$ cat src/rtl/fixed_gpio_pkg.sv
package fixed_gpio_pkg;

    localparam int N_OUT       = 4;
    localparam int N_IN        = 4;
    localparam int DATA_W      = N_OUT + N_IN;
    localparam int ADDR_W      = 3;
    localparam int SYNC_STAGES = 2;
    localparam int CFG_W       = 2 * N_IN;

    localparam logic [ADDR_W-1:0] OFS_DIR  = 3'd0;
    localparam logic [ADDR_W-1:0] OFS_DATA = 3'd1;
    localparam logic [ADDR_W-1:0] OFS_ECFG = 3'd3;
    localparam logic [ADDR_W-1:0] OFS_EVST = 3'd4;

    // Fixed direction read-back: ones mark output lines
    localparam logic [DATA_W-1:0] DIR_VALUE = DATA_W'((1 << N_OUT) - 1);

    typedef enum logic [2:0] {
        SEL_NONE,
        SEL_DIR,
        SEL_DATA,
        SEL_ECFG,
        SEL_EVST
    } reg_sel_t;

    typedef struct packed {
        logic rise_en;
        logic fall_en;
    } edge_sel_t;

    function automatic reg_sel_t decode_addr(input logic [ADDR_W-1:0] a);
        reg_sel_t s;
        case (a)
            OFS_DIR:  s = SEL_DIR;
            OFS_DATA: s = SEL_DATA;
            OFS_ECFG: s = SEL_ECFG;
            OFS_EVST: s = SEL_EVST;
            default:  s = SEL_NONE;
        endcase
        return s;
    endfunction

    function automatic logic edge_hit(input edge_sel_t sel, input logic cur, input logic prev);
        return (sel.rise_en & cur & ~prev) | (sel.fall_en & ~cur & prev);
    endfunction

endpackage

$ cat src/rtl/fixed_gpio_in_sync.sv
module fixed_gpio_in_sync
    import fixed_gpio_pkg::*;
#(
    parameter int W      = N_IN,
    parameter int STAGES = SYNC_STAGES
) (
    input  logic         clk,
    input  logic         rst,
    input  logic [W-1:0] raw_i,
    output logic [W-1:0] lvl_o,
    output logic [W-1:0] prev_o
);
    localparam int DEPTH = STAGES + 1;

    logic [W-1:0] chain [DEPTH];

    always_ff @(posedge clk) begin
        if (rst) chain[0] <= '0;
        else     chain[0] <= raw_i;
    end

    for (genvar s = 1; s < DEPTH; s++) begin : g_stage
        always_ff @(posedge clk) begin
            if (rst) chain[s] <= '0;
            else     chain[s] <= chain[s-1];
        end
    end

    assign lvl_o  = chain[STAGES-1];
    assign prev_o = chain[STAGES];
endmodule

$ cat src/rtl/fixed_gpio_edge_det.sv
module fixed_gpio_edge_det
    import fixed_gpio_pkg::*;
#(
    parameter int W = N_IN
) (
    input  logic [W-1:0]   cur_i,
    input  logic [W-1:0]   prev_i,
    input  logic [2*W-1:0] cfg_i,
    output logic [W-1:0]   evt_o
);
    for (genvar n = 0; n < W; n++) begin : g_line
        edge_sel_t sel;
        assign sel      = edge_sel_t'(cfg_i[2*n +: 2]);
        assign evt_o[n] = edge_hit(sel, cur_i[n], prev_i[n]);
    end
endmodule

$ cat src/rtl/fixed_gpio_regs.sv
module fixed_gpio_regs
    import fixed_gpio_pkg::*;
(
    input  logic              clk,
    input  logic              rst,
    input  logic [ADDR_W-1:0] addr_i,
    input  logic              we_i,
    input  logic [DATA_W-1:0] wdata_i,
    input  logic              re_i,
    input  logic [N_IN-1:0]   in_lvl_i,
    input  logic [N_IN-1:0]   evt_i,
    output logic [DATA_W-1:0] rdata_o,
    output logic [N_OUT-1:0]  out_o,
    output logic [CFG_W-1:0]  ecfg_o,
    output logic [N_IN-1:0]   evst_o
);
    reg_sel_t          sel;
    logic [N_OUT-1:0]  out_q;
    logic [CFG_W-1:0]  ecfg_q;
    logic [N_IN-1:0]   evst_q;
    logic [N_IN-1:0]   clr_mask;
    logic [N_IN-1:0]   evst_d;
    logic [DATA_W-1:0] rd_mux;

    assign sel = decode_addr(addr_i);

    assign clr_mask = (we_i && sel == SEL_EVST) ? wdata_i[N_IN-1:0] : '0;
    // New events take priority over a simultaneous clear
    assign evst_d   = (evst_q & ~clr_mask) | evt_i;

    always_ff @(posedge clk) begin
        if (rst) begin
            out_q  <= '0;
            ecfg_q <= '0;
            evst_q <= '0;
        end else begin
            if (we_i && sel == SEL_DATA) out_q  <= wdata_i[N_OUT-1:0];
            if (we_i && sel == SEL_ECFG) ecfg_q <= wdata_i[CFG_W-1:0];
            evst_q <= evst_d;
        end
    end

    always_comb begin
        case (sel)
            SEL_DIR:  rd_mux = DIR_VALUE;
            SEL_DATA: rd_mux = {in_lvl_i, out_q};
            SEL_ECFG: rd_mux = DATA_W'(ecfg_q);
            SEL_EVST: rd_mux = DATA_W'(evst_q);
            default:  rd_mux = '0;
        endcase
    end

    always_ff @(posedge clk) begin
        if (rst)       rdata_o <= '0;
        else if (re_i) rdata_o <= rd_mux;
        else           rdata_o <= '0;
    end

    assign out_o  = out_q;
    assign ecfg_o = ecfg_q;
    assign evst_o = evst_q;
endmodule

$ cat src/rtl/fixed_gpio_edge.sv
module fixed_gpio_edge
    import fixed_gpio_pkg::*;
(
    input  logic              clk,
    input  logic              rst,
    input  logic [ADDR_W-1:0] bus_addr,
    input  logic              bus_we,
    input  logic [DATA_W-1:0] bus_wdata,
    input  logic              bus_re,
    output logic [DATA_W-1:0] bus_rdata,
    input  logic [N_IN-1:0]   pin_in,
    output logic [N_OUT-1:0]  pin_out,
    output logic              irq
);
    logic [N_IN-1:0]  in_lvl;
    logic [N_IN-1:0]  in_prev;
    logic [N_IN-1:0]  evt;
    logic [CFG_W-1:0] ecfg_q;
    logic [N_IN-1:0]  evst_q;

    fixed_gpio_in_sync #(.W(N_IN), .STAGES(SYNC_STAGES)) u_sync (
        .clk    (clk),
        .rst    (rst),
        .raw_i  (pin_in),
        .lvl_o  (in_lvl),
        .prev_o (in_prev)
    );

    fixed_gpio_edge_det #(.W(N_IN)) u_edge (
        .cur_i  (in_lvl),
        .prev_i (in_prev),
        .cfg_i  (ecfg_q),
        .evt_o  (evt)
    );

    fixed_gpio_regs u_regs (
        .clk      (clk),
        .rst      (rst),
        .addr_i   (bus_addr),
        .we_i     (bus_we),
        .wdata_i  (bus_wdata),
        .re_i     (bus_re),
        .in_lvl_i (in_lvl),
        .evt_i    (evt),
        .rdata_o  (bus_rdata),
        .out_o    (pin_out),
        .ecfg_o   (ecfg_q),
        .evst_o   (evst_q)
    );

    always_ff @(posedge clk) begin
        if (rst) irq <= 1'b0;
        else     irq <= |evst_q;
    end
endmodule

$ cat config.mk
export PLATFORM = sky130hd
export DESIGN_NAME = fixed_gpio_edge
export DESIGN_NICKNAME = d
export VERILOG_FILES = /design/src/rtl/fixed_gpio_pkg.sv /design/src/rtl/fixed_gpio_in_sync.sv /design/src/rtl/fixed_gpio_edge_det.sv /design/src/rtl/fixed_gpio_regs.sv /design/src/rtl/fixed_gpio_edge.sv
export SDC_FILE = /design/constraint.sdc
export NUM_CORES = 1
export LEC_CHECK = 0
export BUFFER_PORTS_ARGS = -buffer_cell sky130_fd_sc_hd__buf_2
export CORE_AREA = 4 4 55 57
export DETAILED_ROUTE_END_ITERATION = 16
export DIE_AREA = 0 0 59 61
export PLACE_DENSITY = 0.84
export RECOVER_POWER = 50
export SLEW_MARGIN = 10
export SYNTH_ARGS = -nofsm -noshare
export SYNTH_HDL_FRONTEND = slang
export SYNTH_SLANG_ARGS = --single-unit
$ cat constraint.sdc
create_clock -name clk -period 2.8 [get_ports clk]
set_input_delay 0.42 -clock clk [delete_from_list [all_inputs] [get_ports clk]]
set_output_delay 0.42 -clock clk [all_outputs]
set_load 0.02 [all_outputs]
# [Word-level counts from Yosys, hierarchy flattened]
# Memories as Yosys holds them, arrays and structs flattened.
# Index checks and enable logic that the tools add are counted.
# Widths: inputs -> output; s select.
[totals] elab_cells=63 mem_count=1 reg_bits=25 input_bits=19 ramBits=12 output_inout_bits=13
[mem_list] memory="u_sync.chain" depth=3 width=4 rd=3 rd_ports_with_merged_regs=0 wr=3 line_no="fixed_gpio_in_sync.sv:15" rtl="logic [W-1:0] chain [DEPTH];"
[classes] n_eq_ne=7 n_bitwise=35 n_mux=9 n_reduce_logical=6
[ops] op="$pmux 8 s4" n=1
[ops] op="$and 1x1->1" n=16
[ops] op="$mux 4" n=4
[ops] op="$pmux 3 s4" n=1
[ops] op="$eq 3x2->1 const B" n=3
[ops] op="$not 1->1" n=9
[ops] op="$or 1x1->1" n=7
[ops] op="$eq 3x1->1 const B" n=2
[ops] op="$eq 3x3->1 const B" n=2
[ops] op="$and 4x4->4" n=1
[ops] op="$not 4->4" n=1
[ops] op="$or 4x4->4" n=1
[ops] op="$reduce_or 4->1" n=1
[ops] op="$logic_and 1x1->1" n=3
[ops] op="$logic_not 3->1" n=1
[ops] op="$mux 1" n=3
[ops] op="$reduce_or 2->1" n=1

# [Depth between registers and ports, before layout]
[logic_depth] ltp_word=8 ltp_mapped=5 depth_no_buf=3

# [Cells and area by module]
# Synthesis repeated with hierarchy kept, for this count alone.
[unflattened] cells_unflattened=148 area_unflattened_um2=1438.9
[modules_own_cells] module="fixed_gpio_regs" area_each_um2=987.2 n_inst=1 cells_each=108
[modules_own_cells] module="fixed_gpio_in_sync" area_each_um2=366.6 n_inst=1 cells_each=25
[modules_own_cells] module="fixed_gpio_edge_det" area_each_um2=55.1 n_inst=1 cells_each=12
[modules_own_cells] module="fixed_gpio_edge" area_each_um2=30.0 n_inst=1 cells_each=3

# [Worst setup path after synthesis]
# OpenSTA, ideal clock, no wires.
[synth_timing] path_type="input to register" from="in bus_addr[2]" to="reg u_regs.out_q[0] (netlist: u_regs.out_o[0])" setup_ns=0.117 setup_slack_ns=1.627 arrival_ns=1.055 stages=4 required_ns=2.683 cell_sequence="nor4bb_1 -> buf_2 -> mux2i_1 -> nor2_1"
[synth_between] elab_chain_len=4
[synth_lines] element="start, declared" line_no="fixed_gpio_edge.sv:6" rtl="input logic [ADDR_W-1:0] bus_addr,"
[synth_lines] element="$eq 3x3->1, or another cell as far along" line_no="fixed_gpio_pkg.sv:33" rtl="case (a)"
[synth_lines] element="$pmux 3 s4 *" line_no="fixed_gpio_pkg.sv:33"
[synth_lines] element="$eq 3x2->1 *" line_no="fixed_gpio_regs.sv:37" rtl="if (we_i && sel == SEL_DATA) out_q <= wdata_i[N_OUT-1:0];"
[synth_lines] element="$logic_and 1x1->1 *" line_no="fixed_gpio_regs.sv:37"
[synth_lines] element="end signal, assigned" line_no="fixed_gpio_regs.sv:37"
[synth_lines] element="end, declared" line_no="fixed_gpio_regs.sv:18" rtl="logic [N_OUT-1:0] out_q;"
# Mark *: on every way between the ends. The rest lies on a longest branch, timed or not.
# A chain may end at the register's enable or synchronous reset.

# [Worst setup path after layout]
[layout_timing] from="in bus_addr[1]" to="reg u_regs.out_q[2] (netlist: u_regs.out_o[2])"
# Same word-level chain as after synthesis.

==> impl_metrics.ini <==
[floorplan]
die_w_um = 59
coreArea_sq_um = 2477
rows = 18
ioPinCount = 32
die_h_um = 61
start_util = 0.5444
die_area_sq_um = 3599

[cts]
clkSinkCount = 37
cts_htree_levels = 2
clockBufferDepth = 2
clock_latency_ns = 0.35
numCtsBuffers = 5
ctsResizeCount = 0
clockRootBuffer = clkbuf_4
hold_buffers = 0
clk_pin_slew_ns = 0.10
post_cts_buffers = 0
tritoncts = built

[sta]
slew_violations = 0
rsz0062_at_grt = no
slew_headroom = 0.1699
setup-violations-final = 0
fin_ws_ns = 1.176
fin_crit_sh = 0.5799
setup_tns_ns = 0
worstMarginPinSlew_ns = 1.245
fmax_mhz = 615.9
fin_crit_ns = 1.624
fin_skew_ns = 0.01221
hold_viol_final = 0

[synth]
synthFlopType = dfxtp_1
syn-cell-area_sq_um = 1349
ys_seq_elements = 37
synth_fp_nets = 160
ys_top_cells_by_area = dfxtp_1, nor2b_1, mux2i_1, nand2_1, nand3b_1
yosys.area.top_type = dfxtp_1
synth_edf_count = 0
synth_cell_type_count = 23
postSynthCellCount = 141
ys_seq_area_frac = 0.5492
async_reset_ff_frac = 0
netlist.area_leader.share = 0.5492
yosys_warnings = 0
synth_most_common_cell = dfxtp_1
synth_common_cells = dfxtp_1, nand2_1, nor2_1
synth.avg_cell_area_sq_um = 9.566

[final_layout]
fin_nets = 191
final_cell_count_no_fill = 203
num-fill-cells = 220
n_antenna_cell = 0
multi_input_comb_area_sq_um = 558.0
drive_gt1_frac = 0.2197
ff_latch_area_sq_um = 740.7
areaGrowthSynthToFinish_pct = 19.20

[power]
power_density_nw_per_um2 = 658.0
totalPowerFinal_mw = 1.058
peakVddDrop_mv = 0.5241
p_comb_frac = 0.058
internal_power_mw = 0.8417
p_sw_frac = 0.2043
power.share.clock = 0.427
seq_power_share = 0.515
p_sw_mw = 0.2162
leakage_nw = 0.6664

[placed_design]
gp_congestion = 0.8660
hpwl_um = 2032
io_buffers = 31
post-place-ws_ns = 0.8672
placedCellCount = 195

[setup_path]
start_kind = input pin
critical_path_class = input pin to flop
cp_data_required_time_ns = 2.99
path_max_fanout = 11
cp_data_arrival_time_ns = 1.81
critPathCaptureType = flop

[routing]
drt-pass1-iter-count = 4
drt-vias-per-instance = 5.424
wire_per_inst_um = 13.45
wirelength_um = 2731
antenna_left = 0
num_vias = 1101
route.detailed.drc = 0
drt-initial-drc-count = 40

[grt]
grt_util_all_layers = 0.1730
grt_pass1_vias = 1042
grt_pass1_wl_um = 4540
antenna_found_initial = 0
overflow = 0
grt_max_degree = 31

[outcome]
status = completed

[run]
drv_cap = 0

[hold_path]
hp-class = input pin to flop
==> path summary, 6_finish.rpt <==
check | start | end | slack [ns] | cells past startpoint
max | bus_addr[1] | u_regs.out_o[2] | 1.18 | 4
min reg2reg | u_sync.chain[0][0] | u_sync.chain[1][0] | 0.44 | 1
max reg2reg | u_regs.out_o[1] | u_regs.rdata_o[1] | 1.79 | 3
min | pin_in[1] | u_sync.chain[0][1] | 0.28 | 2
==> worst max-delay path, stage by stage <==
cell and delay (ns):
buf_2 0.18, nor4bb_1 0.88, mux2i_1 0.28, nor2_1 0.06
==> layout by cell type, fill, tap and decap left out, drive strengths merged, types with 2 or more instances in the layout <==
| cell | instances |
|---|---|
| a21oi | 8 |
| a222oi | 4 |
| a31oi | 4 |
| buf | 30 |
| bufinv | 2 |
| clkbuf | 6 |
| dfxtp | 37 |
| inv | 4 |
| mux2i | 8 |
| nand2 | 17 |
| nand2b | 4 |
| nand3b | 8 |
| nor2 | 15 |
| nor2b | 14 |
| o21ai | 5 |
==> metrics by stage <==
step                      utilization  hold slack (ns)  area [sq um]
after global placement         0.6081           0.4184          1506
after CTS                      0.6495           0.2703          1609
after global routing           0.6490           0.2746          1608
after detailed placement       0.6081           0.4239          1506
after floorplan                     -           0.4138          1349
final                          0.6490           0.2838          1608
==> state kept, by name, indices dropped and copies added, names as in the netlist <==
name	flops
u_regs.ecfg_o	8
u_sync.chain	12
u_regs.rdata_o	8
irq	1
u_regs.evst_o	4
u_regs.out_o	4
==> per-layer routing <==
| metal | routed length (um) | track usage |
|---|---|---|
| met1 | 1127 | 0.1935 |
| met2 | 1289 | 0.2744 |
| met5 | 0 | 0 |
| met3 | 234 | 0.07021 |
| met4 | 79 | 0.1100 |
==> final cells by class <==
type | count | area share
sequential | 37 | 0.4607
timing repair buffer | 31 | 0.09572
inverter | 4 | 0.009339
multi-input combinational | 93 | 0.3471
tap | 30 | 0.02335
clock inverter | 3 | 0.04047
clock buffer | 5 | 0.02335
==> power groups by stage <==
stage               sequential [mW]  combinational [mW]  clock, mW
floorplan                     0.558              0.0374          0
global placement              0.556              0.0591          0
detailed placement            0.557              0.0618          0
CTS                           0.545              0.0620      0.462
global route                  0.547              0.0685      0.485
finish                        0.545              0.0617      0.451
==> cell families (layout without fill, tap and decap cells) <==
logic type      after synthesis  in the layout  share of synthesized area
simple gates                 64             64                     0.2579
mux                           8              8                    0.05937
buf+inv                      11             43                    0.03710
compound gates               21             21                    0.09647
flops                        37             37                     0.5492
No activity file was read; power rests on OpenSTA's default activity.
